$ cat config.mk
export PLATFORM = sky130hd
export DESIGN_NAME = fp_lane_extremum
export DESIGN_NICKNAME = d
export VERILOG_FILES = /design/src/rtl/fp_lane_extremum.sv
export SDC_FILE = /design/constraint.sdc
export NUM_CORES = 1
export LEC_CHECK = 0
export ABC_AREA = 1
export BUFFER_PORTS_ARGS = -buffer_cell sky130_fd_sc_hd__buf_2
export CAP_MARGIN = 20
export CORE_UTILIZATION = 50
export DETAILED_ROUTE_END_ITERATION = 8
export GPL_TIMING_DRIVEN = 0
export HOLD_SLACK_MARGIN = 0.06
export PLACE_DENSITY = 0.77
export REMOVE_ABC_BUFFERS = 1
export SLEW_MARGIN = 5
export SYNTH_ARGS = -nofsm -noshare
export SYNTH_HDL_FRONTEND = slang
export SYNTH_SLANG_ARGS = --single-unit
$ cat constraint.sdc
create_clock -name clk -period 16.6 [get_ports clk]
set_input_delay 1.66 -clock clk [delete_from_list [all_inputs] [get_ports clk]]
set_output_delay 1.66 -clock clk [all_outputs]
set_load 0.01 [all_outputs]
$ cat src/rtl/fp_lane_extremum.sv
module fp_lane_extremum #(
  parameter logic [31:0] DEFAULT_NAN = 32'h7FC0_0000
) (
  input  logic         clk,
  input  logic         rst_n,
  input  logic         in_valid,
  input  logic [31:0]  insn_i,
  input  logic [127:0] vec_i,
  output logic         res_valid_o,
  output logic         undef_o,
  output logic [31:0]  result_o,
  output logic [4:0]   dest_o
);

  function automatic logic [31:0] pick(input logic [31:0] a, input logic [31:0] b,
                                       input logic take_min, input logic numeric);
    logic a_nan, b_nan, a_sig, b_sig, a_gt;
    logic [31:0] ka, kb;
    a_nan = (a[30:23] == 8'hFF) && (a[22:0] != 23'd0);
    b_nan = (b[30:23] == 8'hFF) && (b[22:0] != 23'd0);
    a_sig = a_nan && !a[22];
    b_sig = b_nan && !b[22];
    ka = a[31] ? ~a : {1'b1, a[30:0]};
    kb = b[31] ? ~b : {1'b1, b[30:0]};
    a_gt = ka > kb;
    if (a_nan || b_nan) begin
      if (numeric && !a_sig && !b_sig && !(a_nan && b_nan))
        pick = a_nan ? b : a;
      else
        pick = DEFAULT_NAN;
    end else begin
      pick = (a_gt ^ take_min) ? a : b;
    end
  endfunction

  logic        hit, reserved, numeric, take_min, unused_src;
  logic [31:0] lo, hi, folded;

  assign hit = !insn_i[31] && insn_i[29:24] == 6'b101110 && insn_i[21:16] == 6'b110000 &&
               (insn_i[15:10] == 6'b110010 || insn_i[15:10] == 6'b111110);
  assign reserved   = !insn_i[30] || insn_i[22];
  assign numeric    = insn_i[15:10] == 6'b110010;
  assign take_min   = insn_i[23];
  assign unused_src = ^insn_i[9:5];

  assign lo     = pick(vec_i[31:0],  vec_i[63:32],  take_min, numeric);
  assign hi     = pick(vec_i[95:64], vec_i[127:96], take_min, numeric);
  assign folded = pick(lo, hi, take_min, numeric);

  always_ff @(posedge clk) begin
    if (!rst_n) begin
      res_valid_o <= 1'b0;
      undef_o     <= 1'b0;
      result_o    <= '0;
      dest_o      <= '0;
    end else begin
      res_valid_o <= in_valid && hit && !reserved;
      undef_o     <= in_valid && hit && reserved;
      result_o    <= (in_valid && hit && !reserved) ? folded : '0;
      dest_o      <= (in_valid && hit && !reserved) ? insn_i[4:0] : '0;
    end
  end

endmodule

==> flow_metrics.tcl <==
set metrics [dict create \
    status "finished, final reports clean" \
    drt-vias-per-instance 5.530 \
    htree_levels 2 \
    holdWs_ns 1.580 \
    gr-total-overflow 0 \
    coreArea_um2 18890 \
    cts-resized-gates 0 \
    sequentialPowerShare 0.129 \
    slowest_stage "buf_2" \
    drive_gt1_frac 0.1630 \
    crit_start "vec_i[31]" \
    hpwl_mm 22.53 \
    wirelength_mm 29.52 \
    clockBufferDepth 2 \
    yosysTopAreaCellShare 0.1986 \
    max_stage_delay_ns 0.72 \
    start_util 0.5153 \
    fmax_mhz 116.2 \
    dieHeight_um 141.5 \
    io_buffers 196 \
    grt_pass1_vias 10080 \
    worst_slew_pin_slew_ns 1.077 \
    avgSynthCellArea_um2 5.940 \
    clock_power_share 0.176 \
    clock-sinks 39 \
    synthToLayoutAreaGrowth_pct 11.10 \
    critPathArrivalTime_ns 8.79 \
    crit_type "in2reg" \
    synth_seq_cells 39 \
    grt_usage 0.2885 \
    vias 11180 \
    ys_top_cells_by_count "nand2_1 (515), nand3_1 (141), inv_1 (126)" \
    ir_drop_uv 46.32 \
    dieArea_um2 20030 \
    critPathLaunchType "input pin" \
    drt_first_pass_iters 5 \
    synth_area_um2 9736 \
    grt_max_degree 57 \
    cts_tree "done" \
    rsz0062_at_grt "false" \
    synth_edf_count 0 \
    netlist-cell-type-count 51 \
    routedWlPerCell_um 14.60 \
    min_from "insn_i[4]" \
    clk_pin_slew_ns 0.06 \
    period_share 0.5182 \
    num_antenna_cells 0 \
    fin_nets 2018 \
    yosys_warnings 0 \
    synthCells 1639 \
    ys.flop_type "dfxtp_1" \
    p_leak_nw 5.549 \
    finalMaxSlewViolations 0 \
    hold_violations 0 \
    switching_share 0.4892 \
    synthArstFlopShare 0 \
    worst_path_most_repeated_cell "nand2_1" \
    synth_most_common_cell "nand2_1" \
    ios 202 \
    postCtsHoldBufs 0 \
    crit_fanout 44 \
    gp_congestion 0.9222 \
    postRouteAntennaNets 0 \
    crit_path_end "result_o[19]" \
    hold_path_class "in2reg" \
    grt_pass1_wl_mm 47.95 \
    endpoint_kind "flip-flop" \
    setup_viol_count_final 0 \
    power_switching_uw 354.7 \
    power_frac_comb 0.695 \
    cts_buffers 5 \
    post-cts-setup-buffers 0 \
    seq_area_frac_synth 0.08020 \
    drt_iter0_drc 807 \
    required_ns 16.79 \
    die_w_um 141.5 \
    ys_top_cells_by_area "nand2_1 (20%), ha_1 (12%), xnor2_1 (8.8%), dfxtp_1 (8.0%), xor2_1 (7.9%)" \
    maxSlewHeadroom 0.2800 \
    period_minus_slack_ns 8.603 \
    drv_cap 0 \
    drc 0 \
    internal_power_uw 370.4 \
    tns_ns 0 \
    p_per_area_nw_per_um2 67.03 \
    antenna_found_initial 0 \
    synth_top_cell_by_area "nand2_1" \
    clockRootBuffer "clkbuf_16" \
    row_count 50 \
]
-- placed cells by master (no fill, tap or decap), types with 10 or more instances in the layout --
cell type / instances
a21oi_1: 76
buf_2: 196
dfxtp_1: 39
ha_1: 95
inv_1: 126
inv_2: 18
nand2_1: 513
nand2_2: 21
nand3_1: 141
nand3b_1: 13
nand4_1: 48
nor2_1: 87
nor3_1: 10
o21ai_0: 89
o21ai_1: 17
xnor2_1: 98
xor2_1: 88
-- layout make-up --
class / count / area, um^2
timing repair buffer: 200 / 1064
sequential: 39 / 780.7
tap: 260 / 325.3
multi-input combinational: 1366 / 7896
clock buffer: 6 / 128.9
inverter: 148 / 561.8
fill: 1942 / 8077
clock inverter: 2 / 60.06
-- metal layers --
metal | vias to the layer above | part of all wire | GRT usage
met1 | 5099 | 0.43 | 0.3710
met4 | 0 | 0.018 | 0.06508
met2 | 457 | 0.48 | 0.5144
met3 | 49 | 0.070 | 0.03105
met5 | - | 0 | 0
li1 | 5571 | - | -
-- power by group through the flow --
stage,Sequential (mW),Clock [mW],Combinational [mW]
2_1_floorplan,0.0957,0,0.361
3_3_place_gp,0.0957,0,0.477
3_5_place_dp,0.0957,0,0.492
4_1_cts,0.0936,0.128,0.498
5_1_grt,0.0935,0.133,0.574
6_report,0.0936,0.127,0.504
-- worst min path at each step --
stage                            to  slack (ns)  cells after the start
final                     dest_o[4]        1.58                      3
after global routing      dest_o[1]        1.59                      3
after CTS                 dest_o[4]        1.58                      3
after detailed placement  dest_o[1]        1.88                      3
after global placement    dest_o[4]        1.88                      3
after floorplan             undef_o        1.75                      1
-- kinds of logic (layout without fill, tap and decap cells) --
group                    after synthesis  count (layout)  share of synthesized area
buffers and inverters                234             356                     0.1098
AND/OR/NAND/NOR                      873             873                     0.4007
AO/OA/AOI/OAI                        211             211                     0.1189
adder cells (fa/ha/maj)               95              95                     0.1221
flip-flops                            39              39                    0.08020
XOR/XNOR                             186             186                     0.1673
multiplexers                           1               1                   0.001028
-- stage by stage --
step / std cells / util / cell area, um^2 / setup WS (ns) / total power [mW]
after floorplan: 1553 / - / 9229 / 9.312 / 0.4562
after detailed placement: 2013 / 0.5625 / 10630 / 7.949 / 0.5874
after global routing: 2021 / 0.5725 / 10820 / 7.340 / 0.8004
final: 2021 / 0.5725 / 10820 / 7.997 / 0.7251
after CTS: 2021 / 0.5725 / 10820 / 8.197 / 0.7187
after global placement: 2009 / 0.5576 / 10540 / 7.153 / 0.5722
-- flip-flops by register name (all words and copies together) (netlist names) --
| name | flops |
|---|---|
| dest_o | 5 |
| res_valid_o | 1 |
| result_o | 32 |
| undef_o | 1 |
-- critical path: cells and delay by family --
| kind | cells | cell delay [ns] |
|---|---|---|
| AO/OA/AOI/OAI | 5 | 0.86 |
| XOR/XNOR | 2 | 0.51 |
| adder cells (fa/ha/maj) | 2 | 0.72 |
| buffers and inverters | 3 | 1.10 |
| AND/OR/NAND/NOR | 28 | 3.89 |
No activity file was read; power rests on OpenSTA's default activity.
